`src/rtl/tri_pwm_pkg.sv`:
```
package tri_pwm_pkg;
   // register selects on the write strobe bus
   typedef enum logic [2:0] {
      REG_PERIOD = 3'd0,
      REG_DUTY_A = 3'd1,
      REG_DUTY_B = 3'd2,
      REG_DUTY_C = 3'd3,
      REG_DEAD   = 3'd4,
      REG_SKIP   = 3'd5,
      REG_ADC    = 3'd6,
      REG_CTRL   = 3'd7
   } reg_sel_e;

   // control word bit positions
   localparam int CTRL_RUN   = 0;
   localparam int CTRL_LEVEL = 1;
   localparam int CTRL_CLEAR = 2;
endpackage

```
`src/rtl/tri_pwm_carrier.sv`:
```
module tri_pwm_carrier #(
   parameter int CNT_W = 16
) (
   input  logic             clk,
   input  logic             rst_n,
   input  logic             run,
   input  logic [CNT_W-1:0] period,
   output logic [CNT_W-1:0] cnt,
   output logic             up,
   output logic             crest,
   output logic             trough
);
   logic active;
   assign active = run && (period != '0);
   assign crest  = active && up && (cnt >= period);
   assign trough = active && !up && (cnt == '0);

   always_ff @(posedge clk or negedge rst_n) begin
      if (!rst_n) begin
         cnt <= '0;
         up  <= 1'b1;
      end else if (!active) begin
         cnt <= '0;
         up  <= 1'b1;
      end else if (up) begin
         if (cnt >= period) begin
            up  <= 1'b0;
            cnt <= cnt - 1'b1;
         end else begin
            cnt <= cnt + 1'b1;
         end
      end else begin
         if (cnt == '0) begin
            up  <= 1'b1;
            cnt <= cnt + 1'b1;
         end else begin
            cnt <= cnt - 1'b1;
         end
      end
   end
endmodule

```
`src/rtl/tri_pwm_deadband.sv`:
```
module tri_pwm_deadband #(
   parameter int DT_W    = 8,
   parameter bit OUT_REG = 1'b0
) (
   input  logic            clk,
   input  logic            rst_n,
   input  logic            raw,
   input  logic [DT_W-1:0] guard,
   output logic            hi_side,
   output logic            lo_side
);
   logic            level_q;
   logic [DT_W-1:0] age_q;
   logic            settled;
   logic            hi_w;
   logic            lo_w;

   always_ff @(posedge clk or negedge rst_n) begin
      if (!rst_n) begin
         level_q <= 1'b0;
         age_q   <= '0;
      end else if (raw != level_q) begin
         level_q <= raw;
         age_q   <= '0;
      end else if (age_q < guard) begin
         age_q <= age_q + 1'b1;
      end
   end

   assign settled = (age_q >= guard);
   assign hi_w    = level_q && settled;
   assign lo_w    = !level_q && settled;

   generate
      if (OUT_REG) begin : g_reg
         logic hi_q, lo_q;
         always_ff @(posedge clk or negedge rst_n) begin
            if (!rst_n) begin
               hi_q <= 1'b0;
               lo_q <= 1'b0;
            end else begin
               hi_q <= hi_w;
               lo_q <= lo_w;
            end
         end
         assign hi_side = hi_q;
         assign lo_side = lo_q;
      end else begin : g_comb
         assign hi_side = hi_w;
         assign lo_side = lo_w;
      end
   endgenerate
endmodule

```
`src/rtl/tri_pwm_thin.sv`:
```
module tri_pwm_thin #(
   parameter int SKIP_W = 8
) (
   input  logic              clk,
   input  logic              rst_n,
   input  logic              clr,
   input  logic              evt,
   input  logic [SKIP_W-1:0] skip,
   output logic              pulse
);
   logic [SKIP_W-1:0] seen_q;

   always_ff @(posedge clk or negedge rst_n) begin
      if (!rst_n) begin
         seen_q <= '0;
         pulse  <= 1'b0;
      end else if (clr) begin
         seen_q <= '0;
         pulse  <= 1'b0;
      end else if (evt) begin
         pulse  <= (seen_q == skip);
         seen_q <= (seen_q == skip) ? '0 : seen_q + 1'b1;
      end else begin
         pulse <= 1'b0;
      end
   end
endmodule

```
`src/rtl/tri_pwm_estop.sv`:
```
module tri_pwm_estop #(
   parameter int SYNC_STAGES = 2
) (
   input  logic clk,
   input  logic rst_n,
   input  logic pin_n,
   input  logic level_mode,
   input  logic clr_req,
   output logic shut,
   output logic pin_sync
);
   logic [SYNC_STAGES-1:0] chain_q;
   logic                   prev_q;
   logic                   trip;

   always_ff @(posedge clk or negedge rst_n) begin
      if (!rst_n) begin
         chain_q <= '1;
         prev_q  <= 1'b1;
      end else begin
         chain_q <= {chain_q[SYNC_STAGES-2:0], pin_n};
         prev_q  <= chain_q[SYNC_STAGES-1];
      end
   end

   assign pin_sync = chain_q[SYNC_STAGES-1];
   assign trip     = level_mode ? !pin_sync : (prev_q && !pin_sync);

   always_ff @(posedge clk or negedge rst_n) begin
      if (!rst_n)                 shut <= 1'b0;
      else if (trip)              shut <= 1'b1;
      else if (clr_req && pin_sync) shut <= 1'b0;
   end
endmodule

```
`src/rtl/tri_pwm_gen.sv`:
```
module tri_pwm_gen
   import tri_pwm_pkg::*;
#(
   parameter int CNT_W       = 16,
   parameter int PHASES      = 3,
   parameter int DT_W        = 8,
   parameter int SKIP_W      = 8,
   parameter int SYNC_STAGES = 2,
   parameter int DEF_PERIOD  = 1000,
   parameter bit DB_OUT_REG  = 1'b0
) (
   input  logic                clk,
   input  logic                rst_n,
   input  logic                wr_en,
   input  logic [2:0]          wr_addr,
   input  logic [CNT_W-1:0]    wr_data,
   input  logic                emerg_n,
   output logic [2*PHASES-1:0] pwm_out,
   output logic [2*PHASES-1:0] pwm_oe,
   output logic                irq_crest,
   output logic                irq_trough,
   output logic                adc_trig,
   output logic [CNT_W-1:0]    carrier_cnt,
   output logic                carrier_up
);
   localparam int OUT_W = 2 * PHASES;

   generate
      if (CNT_W < 4)                   begin : g_bad_cnt   $error("CNT_W too small"); end
      if (PHASES < 1 || PHASES > 3)    begin : g_bad_ph    $error("PHASES must be 1..3"); end
      if (DT_W < 1 || DT_W > CNT_W)    begin : g_bad_dt    $error("DT_W out of range"); end
      if (SKIP_W < 1 || SKIP_W > CNT_W) begin : g_bad_skip $error("SKIP_W out of range"); end
      if (SYNC_STAGES < 2)             begin : g_bad_sync  $error("SYNC_STAGES below 2"); end
   endgenerate

   logic [CNT_W-1:0]  period_q;
   logic [DT_W-1:0]   dead_q;
   logic [SKIP_W-1:0] skip_q;
   logic [CNT_W-1:0]  adc_dly_q;
   logic              run_q;
   logic              level_q;
   reg_sel_e          sel;
   logic              crest_w, trough_w;
   logic              shut_w, pin_sync_w, clr_req;
   logic [PHASES-1:0] pos_w, neg_w;

   assign sel     = reg_sel_e'(wr_addr);
   assign clr_req = wr_en && (sel == REG_CTRL) && wr_data[CTRL_CLEAR];

   always_ff @(posedge clk or negedge rst_n) begin
      if (!rst_n) begin
         period_q  <= CNT_W'(DEF_PERIOD);
         dead_q    <= '0;
         skip_q    <= '0;
         adc_dly_q <= '0;
         run_q     <= 1'b0;
         level_q   <= 1'b0;
      end else if (wr_en) begin
         case (sel)
            REG_PERIOD: period_q  <= wr_data;
            REG_DEAD:   dead_q    <= wr_data[DT_W-1:0];
            REG_SKIP:   skip_q    <= wr_data[SKIP_W-1:0];
            REG_ADC:    adc_dly_q <= wr_data;
            REG_CTRL: begin
               run_q   <= wr_data[CTRL_RUN];
               level_q <= wr_data[CTRL_LEVEL];
            end
            default: ;
         endcase
      end
   end

   tri_pwm_carrier #(.CNT_W(CNT_W)) carrier_i (
      .clk(clk), .rst_n(rst_n), .run(run_q), .period(period_q),
      .cnt(carrier_cnt), .up(carrier_up), .crest(crest_w), .trough(trough_w)
   );

   // per-phase duty holding, compare and guard interval
   for (genvar g = 0; g < PHASES; g++) begin : g_phase
      localparam logic [2:0] MY_SEL = 3'(int'(REG_DUTY_A) + g);
      logic [CNT_W-1:0] hold_q, act_q;
      logic             raw_q;

      always_ff @(posedge clk or negedge rst_n) begin
         if (!rst_n) begin
            hold_q <= '0;
            act_q  <= '0;
            raw_q  <= 1'b0;
         end else begin
            if (wr_en && wr_addr == MY_SEL) hold_q <= wr_data;
            if (!run_q || crest_w || trough_w) act_q <= hold_q;
            raw_q <= run_q && (act_q < period_q) && (carrier_cnt >= act_q);
         end
      end

      tri_pwm_deadband #(.DT_W(DT_W), .OUT_REG(DB_OUT_REG)) band_i (
         .clk(clk), .rst_n(rst_n), .raw(raw_q), .guard(dead_q),
         .hi_side(pos_w[g]), .lo_side(neg_w[g])
      );
   end

   // turning point interrupt thinning, index 0 top, 1 bottom
   logic [1:0] evt_w, irq_w;
   logic       thin_clr;
   assign evt_w    = {trough_w, crest_w};
   assign thin_clr = !run_q || (wr_en && sel == REG_SKIP);

   for (genvar k = 0; k < 2; k++) begin : g_thin
      tri_pwm_thin #(.SKIP_W(SKIP_W)) thin_i (
         .clk(clk), .rst_n(rst_n), .clr(thin_clr), .evt(evt_w[k]),
         .skip(skip_q), .pulse(irq_w[k])
      );
   end
   assign irq_crest  = irq_w[0];
   assign irq_trough = irq_w[1];

   // converter start, delayed from the top turning point
   logic             armed_q;
   logic [CNT_W-1:0] wait_q;
   always_ff @(posedge clk or negedge rst_n) begin
      if (!rst_n) begin
         armed_q  <= 1'b0;
         wait_q   <= '0;
         adc_trig <= 1'b0;
      end else begin
         adc_trig <= 1'b0;
         if (crest_w) begin
            armed_q <= 1'b1;
            wait_q  <= '0;
         end else if (armed_q) begin
            if (wait_q == adc_dly_q) begin
               adc_trig <= 1'b1;
               armed_q  <= 1'b0;
            end else begin
               wait_q <= wait_q + 1'b1;
            end
         end
      end
   end

   tri_pwm_estop #(.SYNC_STAGES(SYNC_STAGES)) estop_i (
      .clk(clk), .rst_n(rst_n), .pin_n(emerg_n), .level_mode(level_q),
      .clr_req(clr_req), .shut(shut_w), .pin_sync(pin_sync_w)
   );

   assign pwm_oe  = {OUT_W{~shut_w}};
   assign pwm_out = (shut_w || !run_q) ? '0 : {neg_w, pos_w};
endmodule

```
`config.mk`:
```
export PLATFORM = sky130hd
export DESIGN_NAME = tri_pwm_gen
export DESIGN_NICKNAME = d
export VERILOG_FILES = /design/src/rtl/tri_pwm_pkg.sv /design/src/rtl/tri_pwm_carrier.sv /design/src/rtl/tri_pwm_deadband.sv /design/src/rtl/tri_pwm_thin.sv /design/src/rtl/tri_pwm_estop.sv /design/src/rtl/tri_pwm_gen.sv
export SDC_FILE = /design/constraint.sdc
export NUM_CORES = 1
export LEC_CHECK = 0
export BUFFER_PORTS_ARGS = -buffer_cell sky130_fd_sc_hd__buf_2
export CAP_MARGIN = 30
export CORE_ASPECT_RATIO = 0.8
export CORE_MARGIN = 1
export CORE_UTILIZATION = 40
export DETAILED_ROUTE_END_ITERATION = 12
export GPL_TIMING_DRIVEN = 0
export HOLD_SLACK_MARGIN = 0.03
export PLACE_DENSITY = 0.57
export SLEW_MARGIN = 10
export SYNTH_ARGS = -nofsm -noshare
export SYNTH_HDL_FRONTEND = slang
export SYNTH_HIERARCHICAL = 1
export SYNTH_SLANG_ARGS = --single-unit
```
`constraint.sdc`:
```
create_clock -name clk -period 4.45 [get_ports clk]
set_input_delay 0.89 -clock clk [delete_from_list [all_inputs] [get_ports clk]]
set_output_delay 0.89 -clock clk [all_outputs]
set_load 0.02 [all_outputs]
```
## Word-level counts from Yosys, hierarchy flattened

Cells that the tools add are included.

| operators by class | value |
|---|---|
| equal/unequal tests | 14 |
| $lt $le $gt $ge | 13 |
| shifts and indexed selects | 0 |
| multiply operators | 0 |
| reduce and logical (&&, ||, !) cells | 51 |
| divide/modulo/power cells | 0 |
| add/subtract/negate cells | 8 |
| bitwise operators | 1 |
| multiplexer cells | 37 |

Operators with widths:

| cell | count |
|---|---|
| 2-to-1 mux 16 bit | 7 |
| 2-to-1 mux 8 bit | 12 |
| >= comparator 16 bit | 4 |
| less-than comparator 16 bit | 3 |
| adder 8 x 1 -> 8 bit, second input constant | 5 |
| adder 16 x 1 -> 16 bit, second input constant | 2 |
| logical AND 1 bit | 25 |
| >= comparator 8 bit | 3 |
| less-than comparator 8 bit | 3 |
| 2-to-1 mux 1 bit | 17 |
| equality test 16 bit | 1 |
| equality test 8 bit | 2 |
| zero test 16 bit | 1 |
| nonzero test 16 bit | 1 |
| subtractor 16 x 1 -> 16 bit, second input constant | 1 |
| nonzero test 2 bit | 7 |
| equality test 3 bit, second input constant | 4 |
| AND reduction 2 bit | 6 |
| equality test 3 x 2 -> 1 bit, second input constant | 2 |
| zero test 1 bit | 6 |
| 2-to-1 mux 6 bit | 1 |
| logical OR 1 bit | 4 |
| equality test 3 x 1 -> 1 bit, second input constant | 1 |
| zero test 3 bit | 1 |
| other kinds (3) | 5 |

| word-level totals | value |
|---|---|
| output and inout bits | 32 |
| memories kept | 0 |
| memory bits (writable) | 0 |
| register bits after elaboration | 233 |
| latch bits | 0 |
| ROM bits | 0 |

## Depth between registers and ports, before layout

Gate-level depths: netlist (run 1).

| logic depth | value |
|---|---|
| word-level depth | 6 |
| depth in mapped cells | 12 |
| depth with buffers taken out | 11 |

## Modules after synthesis

The synthesis (run 1) kept the hierarchy.

Modules (own cells, without submodules):

| module | cells each | sequential area each (sq um) | area an instance (sq um) | times used |
|---|---|---|---|---|
| tri_pwm_gen | 771 | 4186.5 | 9062.4 | 1 |
| tri_pwm_deadband | 79 | 225.2 | 695.7 | 3 |
| tri_pwm_carrier | 251 | 426.7 | 1876.8 | 1 |
| tri_pwm_thin | 52 | 225.2 | 533.0 | 2 |
| tri_pwm_estop | 7 | 103.8 | 120.1 | 1 |

## Worst setup path before layout (run 1)

Ideal clock, no wire load.

| timing | value |
|---|---|
| path type | reg2reg |
| start | register carrier_i.cnt[13] |
| end | register g_phase[0].act_q[0] |
| arrival | 3235 ps |
| clock period less this slack | 3359 ps |
| stages on the path, launching flop included | 12 |
| path slack | 1091 ps |
| cell sequence | dfrtp_1 > ha_1 > nand4_1 > nor3_1 > a2111oi_0 > nand3_1 > nor2b_1 > clkbuf_1 > nor3b_1 > buf_2 > buf_2 > mux2_2 |

| on the way | value |
|---|---|
| longest elaborated chain between the ends | 4 |
| elaborated cells on any way between the ends | 6 |

RTL lines:

| what | RTL line | RTL |
|---|---|---|
| start: declaration | tri_pwm_carrier.sv:8 | `output logic [CNT_W-1:0] cnt,` |
| start signal: assignment | tri_pwm_carrier.sv:28 | `cnt <= cnt - 1'b1;` |
| start signal: assignment | tri_pwm_carrier.sv:30 | `cnt <= cnt + 1'b1;` |
| start signal: assignment | tri_pwm_carrier.sv:35 | `cnt <= cnt + 1'b1;` |
| >= comparator 16 bit | tri_pwm_carrier.sv:15 | `assign crest = active && up && (cnt >= period);` |
| logical AND 1 bit | tri_pwm_carrier.sv:15 |  |
| named net crest_w | tri_pwm_gen.sv:43 | `logic crest_w, trough_w;` |
| logical OR 1 bit (2 in series) | tri_pwm_gen.sv:91 | `if (!run_q \|\| crest_w \|\| trough_w) act_q <= hold_q;` |
| end signal: assignment | tri_pwm_gen.sv:91 |  |
| end: declaration | tri_pwm_gen.sv:81 | `logic [CNT_W-1:0] hold_q, act_q;` |

The timed path passes the listed nets, and every way through them passes these cells.
A chain may end at the register's enable or synchronous reset.

## Worst setup path after layout (run 1)

| timing | value |
|---|---|
| start | register carrier_i.cnt[6] |
| end | register g_phase[1].act_q[11] |

| on the way | value |
|---|---|
| longest elaborated chain between the ends | 4 |
| elaborated cells on any way between the ends | 6 |

RTL lines:

| what | RTL line |
|---|---|
| >= comparator 16 bit | tri_pwm_carrier.sv:15 |
| logical AND 1 bit | tri_pwm_carrier.sv:15 |
| named net crest_w | tri_pwm_gen.sv:43 |
| logical OR 1 bit (2 in series) | tri_pwm_gen.sv:91 |
| end signal: assignment | tri_pwm_gen.sv:91 |
| end: declaration | tri_pwm_gen.sv:81 |

The timed path passes the listed nets, and every way through them passes these cells.

==> impl_metrics.py, run 1 <==
metrics = {
    "setup_path": {
        "cp_max_fo": 13,
        "timing.rr.start": "carrier_i/cnt[6]",
        "critPathArrivalTime_ns": 4.55,
        "r2r_slack_ns": 0.32,
        "r2r_end": "g_phase[1].act_q[11]",
        "reg2reg_depth": 11,
        "required_ns": 4.87,
        "startpoint_type": "flop",
        "critPathKind": "flop to flop",
        "endpoint_kind": "flop",
        "cp-startpoint": "carrier_i/cnt[6]",
    },
    "yosys": {
        "syn_area_per_cell_sq_um": 10.4,
        "ys_warn_count": 6,
        "synth_area_sq_um": 14200,
        "yosys.area.top_type": "dfrtp_1",
        "syn_inst": 1370,
        "yosysTopAreaCellShare_pct": 39.3,
        "synthFlopType": "dfrtp_1",
        "synth_fp_nets": 1535,
        "synth.area.top_cells": "dfrtp_1 39%, ha_1 13%, mux2_2 10%, inv_1 3.1%, a21oi_1 2.3%",
        "async_flop_share_pct": 100,
        "yosysSeqAreaShare_pct": 41.1,
        "ys_types": 76,
        "synth-edff-count": 0,
        "ys_ff_latch": 233,
    },
    "clock_tree": {
        "numCtsBuffers": 27,
        "numClockSinks": 233,
        "cts.repair.resized": 0,
        "path_clk_slew_ns": 0.06,
        "clockBufferDepth": 3,
        "worstSkewPairLatency_ns": 0.56,
        "cts.hold.buffers_added": 0,
        "htreeDepth": 1,
        "clock-root-buffer": "clkbuf_16",
        "post_cts_buffers": 0,
        "cts_tree": "done",
    },
    "floorplan": {
        "io_pins": 55,
        "die_h_um": 171,
        "rows": 61,
        "core_sq_um": 34900,
        "fp.dieArea_sq_um": 36300,
        "die-width_um": 213,
        "initial_core_util_pct": 40.7,
    },
    "layout": {
        "regArea_sq_um": 5840,
        "antenna_cells": 0,
        "utilization_pct": 46.2,
        "finalNetCount": 1617,
        "nFillCells": 3272,
        "area_growth_pct": 13.4,
        "multi_input_area_sq_um": 7660,
        "layout-drive-gt1-share_pct": 20.5,
    },
    "place": {
        "io_buffers": 51,
        "routabilityCongestion": 0.894,
        "place_ws_ns": 0.238,
        "dpl.hpwl_um": 26600,
    },
    "timing": {
        "fin_crit_ns": 4.13,
        "fmax_mhz": 242,
        "worstMarginPinSlew_ns": 0.765,
        "finalCritPeriodShare_pct": 92.7,
        "setup_ws_ns": 0.324,
        "max_slew_margin_pct": 48.8,
        "final_hold_viol_count": 0,
        "rsz0062_at_grt": "no",
        "fin_skew_ns": 0.0261,
        "maxSlewViolCount": 0,
        "setup_viol": 0,
    },
    "pwr": {
        "power.leakage_nw": 7.58,
        "peakVddDrop_v": 0.000272,
        "p_per_area_nw_per_um2": 543,
        "total_power_mw": 8.76,
    },
    "detailed_routing": {
        "vias": 10700,
        "drt_pass1_iterations": 5,
        "vias_per_cell": 5.51,
        "drt-initial-drc-count": 698,
        "routed_wirelength_um": 36600,
        "antenna_left": 0,
        "wl_per_cell_um": 18.8,
        "drc": 0,
    },
    "run": {
        "maxCapViolCount": 0,
    },
    "hold_path": {
        "min_path_type": "primary input to asynchronous set/reset pin",
    },
    "grt": {
        "grt_pass1_wl_um": 58600,
        "grt_pass1_vias": 10300,
        "grt_max_degree": 87,
        "grt_antenna_before_repair": 0,
        "grt_util_all_layers_pct": 20.8,
        "grt.overflow.total": 0,
    },
    "run_status": {
        "status": "finished, final reports clean",
    },
}
[per-layer routing]
layer	up-vias	track usage, %	wire (um)
met5	-	0	0
met4	0	5.29	930
li1	5162	-	-
met1	5280	31.2	18500
met2	202	31.0	15600
met3	56	2.96	1510
[state kept, by name (all words and copies together), names as in the netlist, 2 cells and up]
signal and cells:
g_phase.band_i/age_q 24, estop_i/chain_q 2, g_phase.hold_q 48, g_phase.band_i/level_q 3, carrier_i/cnt 16, g_phase.act_q 48, g_thin.thin_i/pulse 2, g_phase.raw_q 3
skip_q 8, dead_q 8, adc_dly_q 16, period_q 16, wait_q 16, g_thin.thin_i/seen_q 16
[cells by family after synthesis]
kind of cell	after synthesis	share of synthesized area [%]
simple gates	387	15.5
compound gates	248	11.3
flops	233	41.1
buf+inv	170	4.97
fa+ha+maj	142	12.5
mux	138	11.1
xor+xnor	52	3.50
[final cells by class]
type                            count  area share, %
Inverter                          117           2.72
Clock inverter                     16           1.54
Tap cell                          472           3.66
Sequential cell                   233           36.3
Multi-Input combinational cell    967           47.5
Clock buffer                       32           4.62
Buffer                             53           1.66
Timing Repair Buffer               53           1.99
[Yosys cell counts (5+ instances only)]
cell and number:
mux2_4 5, o21ai_1 7, o21ai_0 56, nand4_1 44, nand3_1 26, nor3b_1 5
buf_2 16, nand2_1 70, o211ai_1 20, buf_4 5, mux2_2 129, dfrtp_1 223
a211oi_1 7, and2_1 11, nor2b_1 23, and4_1 7, or3_1 18, ha_1 142
inv_1 117, nor4_1 11, or4_1 9, a21oi_1 66, dfstp_2 10, clkbuf_1 26
o31ai_1 11, a21o_1 15, a2111oi_0 6, nand4b_1 7, and3_1 29, o22ai_1 10
nor3_1 44, xnor2_1 34, o21a_1 9, nor2_1 40, xor2_1 14, nand2b_1 16
o2111ai_1 11
[layout by cell type, fill, tap and decap left out, types with 11 or more instances in the layout]
cell type	count
dfrtp_1	222
ha_1	142
mux2_2	129
inv_1	117
nand2_1	70
a21oi_1	66
buf_2	66
o21ai_0	56
nand4_1	44
nor3_1	44
nor2_1	40
xnor2_1	34
and3_1	29
clkbuf_16	27
nand3_1	26
clkbuf_1	26
nor2b_1	23
o211ai_1	20
or3_1	18
nand2b_1	16
a21o_1	15
xor2_1	14
and2_1	11
o31ai_1	11
nor4_1	11
o2111ai_1	11
[power breakdown]
part,leakage [nW],total [mW],internal (mW),switching [mW]
clock network,0.494,2.47,1.54,0.934
logic,4.18,3.05,1.40,1.66
registers,2.91,3.23,2.64,0.588
[worst max path at each step]
stage / endpoint / cells after the start
after floorplan: g_phase[0].act_q[0] / 11
after global placement: g_phase[2].hold_q[9] / 1
after detailed placement: g_phase[1].act_q[11] / 11
after CTS: g_phase[1].act_q[11] / 11
after global routing: g_phase[1].act_q[11] / 11
final: g_phase[1].act_q[11] / 11
[stage by stage]
| stage | setup TNS (ns) | hold WS [ns] | std cells | instance area [sq um] |
|---|---|---|---|---|
| floorplan | 0 | 0.345 | 1370 | 14200 |
| global placement | -398.87 | 0.358 | 1893 | 15100 |
| detailed placement | 0 | 0.357 | 1895 | 15100 |
| CTS | 0 | 0.329 | 1943 | 16100 |
| global route | 0 | 0.352 | 1943 | 16100 |
| finish | 0 | 0.307 | 1943 | 16100 |
[critical path, stage by stage (launching register included)]
cell	delay, ns
dfrtp_1	0.71
ha_1	0.36
nand2_1	0.07
o21ai_0	0.10
a2111oi_1	0.57
nand3_1	0.18
nor2b_1	0.21
clkbuf_1	0.32
nor3b_1	0.37
buf_2	0.34
buf_2	0.38
mux2_2	0.38
(Power assumes the default switching activity.)
==> inputs of run 2 (changes only) <==
--- a/config.mk
+++ b/config.mk
@@ -5,13 +5,13 @@
 export SDC_FILE = /design/constraint.sdc
 export NUM_CORES = 1
 export LEC_CHECK = 0
+export ABC_AREA = 1
 export BUFFER_PORTS_ARGS = -buffer_cell sky130_fd_sc_hd__buf_2
 export CAP_MARGIN = 30
 export CORE_ASPECT_RATIO = 0.8
 export CORE_MARGIN = 1
 export CORE_UTILIZATION = 40
 export DETAILED_ROUTE_END_ITERATION = 12
-export GPL_TIMING_DRIVEN = 0
 export HOLD_SLACK_MARGIN = 0.03
 export PLACE_DENSITY = 0.57
 export SLEW_MARGIN = 10
==> run 2 against run 1 <==
  * Highest routed layer unchanged
  * Core utilization shrank 0.60 points
  * Non-clock buffer count decreased by 42
  * Critical path depth is 1 lower
  * Worst setup slack improved by 0.88 ns
==> impl_metrics.py, run 2 <==
metrics = {
    "run_status": {
        "status": "finished, final reports clean",
    },
    "setup_path": {
        "critical_path_buf_inv_count": 4,
        "critPathKind": "flop to primary output",
        "cp_max_fo": 8,
        "critPathMaxStageDelay_ns": 0.45,
        "cpMaxStageDelayCell": "dfrtp_1",
        "worstPathCellList": "inv_1 > ha_1 > a21o_1 > nor2_4 > nand3_1 > nand2_1 > inv_1 > inv_1 > nor2_1 > buf_2",
        "critPathArrivalTime_ns": 2.36,
        "cp-startpoint": "dead_q[7]",
        "startpoint_type": "flop",
        "crit_top_cell": "inv_1",
        "required_ns": 3.56,
        "critical_path.top_delay_family": "simple AND/OR/NAND/NOR gates",
        "endpoint_kind": "primary output",
        "timing.rr.start": "carrier_i/cnt[5]",
    },
    "layout": {
        "area_growth_pct": 11.1,
        "antenna_cells": 0,
        "utilization_pct": 45.6,
        "layout_common_cells": "627 x nand2_1, 284 x inv_1, 223 x dfrtp_1",
        "reg.largest.list": "g_phase.act_q: 48 flops, g_phase.hold_q: 48 flops, g_phase.band_i/age_q: 24 flops",
        "layout-drive-gt1-share_pct": 9.65,
        "finalNetCount": 2198,
        "layout.cells.most_common": "nand2_1",
        "finalNonFillerCells": 2532,
    },
    "pwr": {
        "power.leakage_nw": 8.95,
        "p_per_area_nw_per_um2": 668,
        "peakVddDrop_v": 0.000401,
    },
    "yosys": {
        "yosysMostFrequentCell": "nand2_1",
        "ys_types": 39,
        "yosys.area.top_type": "dfrtp_1",
        "syn_inst": 1989,
        "synth-edff-count": 0,
        "synth_fp_nets": 2154,
        "ys_ff_latch": 233,
        "synthFlopType": "dfrtp_1",
        "yosysTopAreaCellShare_pct": 37.4,
        "synth_area_sq_um": 14900,
        "ys_top_cells_by_count": "628 x nand2_1, 284 x inv_1, 223 x dfrtp_1",
        "synth.area.top_cells": "dfrtp_1 37%, nand2_1 16%, ha_1 12%, inv_1 7.1%, o21ai_0 5.3%",
        "async_flop_share_pct": 100,
        "syn_area_per_cell_sq_um": 7.50,
        "yosysSeqAreaShare_pct": 39.2,
        "ys_warn_count": 6,
    },
    "clock_tree": {
        "numCtsBuffers": 26,
        "clock-root-buffer": "clkbuf_16",
        "cts.repair.resized": 0,
        "cts_tree": "done",
        "worstSkewPairLatency_ns": 0.56,
        "path_clk_slew_ns": 0.06,
        "clockBufferDepth": 3,
        "post_cts_buffers": 0,
        "cts.hold.buffers_added": 0,
        "numClockSinks": 233,
        "htreeDepth": 1,
    },
    "timing": {
        "worstMarginPinSlew_ns": 0.921,
        "fin_tns_setup_ns": 0,
        "rsz0062_at_grt": "no",
        "max_slew_margin_pct": 38.4,
        "maxSlewViolCount": 0,
        "final_hold_viol_count": 0,
        "fin_skew_ns": 0.0202,
        "finalCritPeriodShare_pct": 73.0,
        "fin_crit_ns": 3.25,
        "fmax_mhz": 308,
        "setup_viol": 0,
    },
    "detailed_routing": {
        "drc": 0,
        "vias_per_cell": 4.85,
        "wl_per_cell_um": 15.0,
        "antenna_left": 0,
        "drt-initial-drc-count": 882,
        "vias": 12300,
        "routed_wirelength_um": 37900,
        "drt_pass1_iterations": 6,
    },
    "grt": {
        "top_usage_layer": "met1",
        "grt_max_degree": 93,
        "grt_antenna_before_repair": 0,
        "use_met3_pct": 2.25,
        "grtUsageMet1_pct": 31.8,
        "grt_util_all_layers_pct": 20.5,
        "grt.overflow.total": 0,
        "met2_usage_pct": 30.2,
        "grt_pass1_vias": 11400,
        "grt_pass1_wl_um": 61800,
    },
    "place": {
        "dpl.hpwl_um": 28600,
        "routabilityCongestion": 0.863,
        "placedCellCount": 2485,
        "io_buffers": 54,
    },
    "floorplan": {
        "initial_core_util_pct": 41.1,
        "die_h_um": 175,
        "core_sq_um": 36300,
        "rows": 62,
        "io_pins": 55,
        "die-width_um": 218,
        "fp.dieArea_sq_um": 38100,
    },
    "run": {
        "maxCapViolCount": 0,
    },
    "hold_path": {
        "min_path_type": "primary input to asynchronous set/reset pin",
    },
}
==> run 2: kinds of logic after synthesis <==
| family | synth area share, % |
|---|---|
| xor gates and xnor gates | 2.96 |
| buffers and inverters | 9.49 |
| DFF | 39.2 |
| adders and majority gates | 11.9 |
| AOI/OAI and AO/OA | 8.15 |
| and+or+nand+nor | 28.3 |
==> run 2: worst paths after layout <==
path	cells after the start	end	slack, ns
max in group asynchronous	2	carrier_i/cnt[15]	3.19
hold / removal	1	g_phase[0].act_q[2]	0.29
hold reg to reg	0	estop_i/chain_q[1]	0.35
setup reg to reg	16	g_phase[2].act_q[3]	1.36
setup / recovery	10	pwm_out[0]	1.20
min in group clk	0	estop_i/chain_q[1]	0.35
==> run 2: metrics by stage <==
step	power [mW]	setup WS (ns)	hold slack [ns]	cell area (sq um)
6_report	11.1	1.20	0.292	16600
5_1_grt	12.1	0.972	0.349	16600
4_1_cts	11.1	1.14	0.321	16600
3_5_place_dp	8.80	1.39	0.347	15700
3_3_place_gp	8.68	1.48	0.347	15600
2_1_floorplan	7.39	1.82	0.345	14900
==> run 2: worst register-to-register path: stages (launching register included) <==
cell and delay [ns]:
dfrtp_1 0.53, ha_1 0.38, nand2_1 0.06, inv_1 0.05
nand2_1 0.06, nor2_1 0.11, nor2_1 0.05, nand2_1 0.08
nand2_1 0.09, nand2_1 0.10, nand2_1 0.09, inv_1 0.08
buf_4 0.26, inv_1 0.11, nand2_2 0.48, buf_12 0.30
o21ai_0 0.14
==> run 2: layout make-up <==
| cell class | instances | area (sq um) |
|---|---|---|
| Timing Repair Buffer | 64 | 400 |
| Clock buffer | 38 | 807 |
| Multi-Input combinational cell | 1401 | 7650 |
| Clock inverter | 9 | 103 |
| Sequential cell | 233 | 5840 |
| Inverter | 307 | 1150 |
| Tap cell | 480 | 601 |
| Fill cell | 3671 | 19700 |
==> run 2: per-layer routing <==
layer / vias to the layer above / part of all wire (%)
met2: 207 / 41
met4: 0 / 2.0
met1: 5667 / 53
met3: 47 / 3.8
met5: - / 0
li1: 6361 / -
==> run 2: where the power goes <==
group	total [mW]	leakage (nW)	switching, mW	internal [mW]
clock network	2.28	0.444	0.917	1.37
logic	5.35	5.52	3.39	1.97
registers	3.43	2.98	0.717	2.72
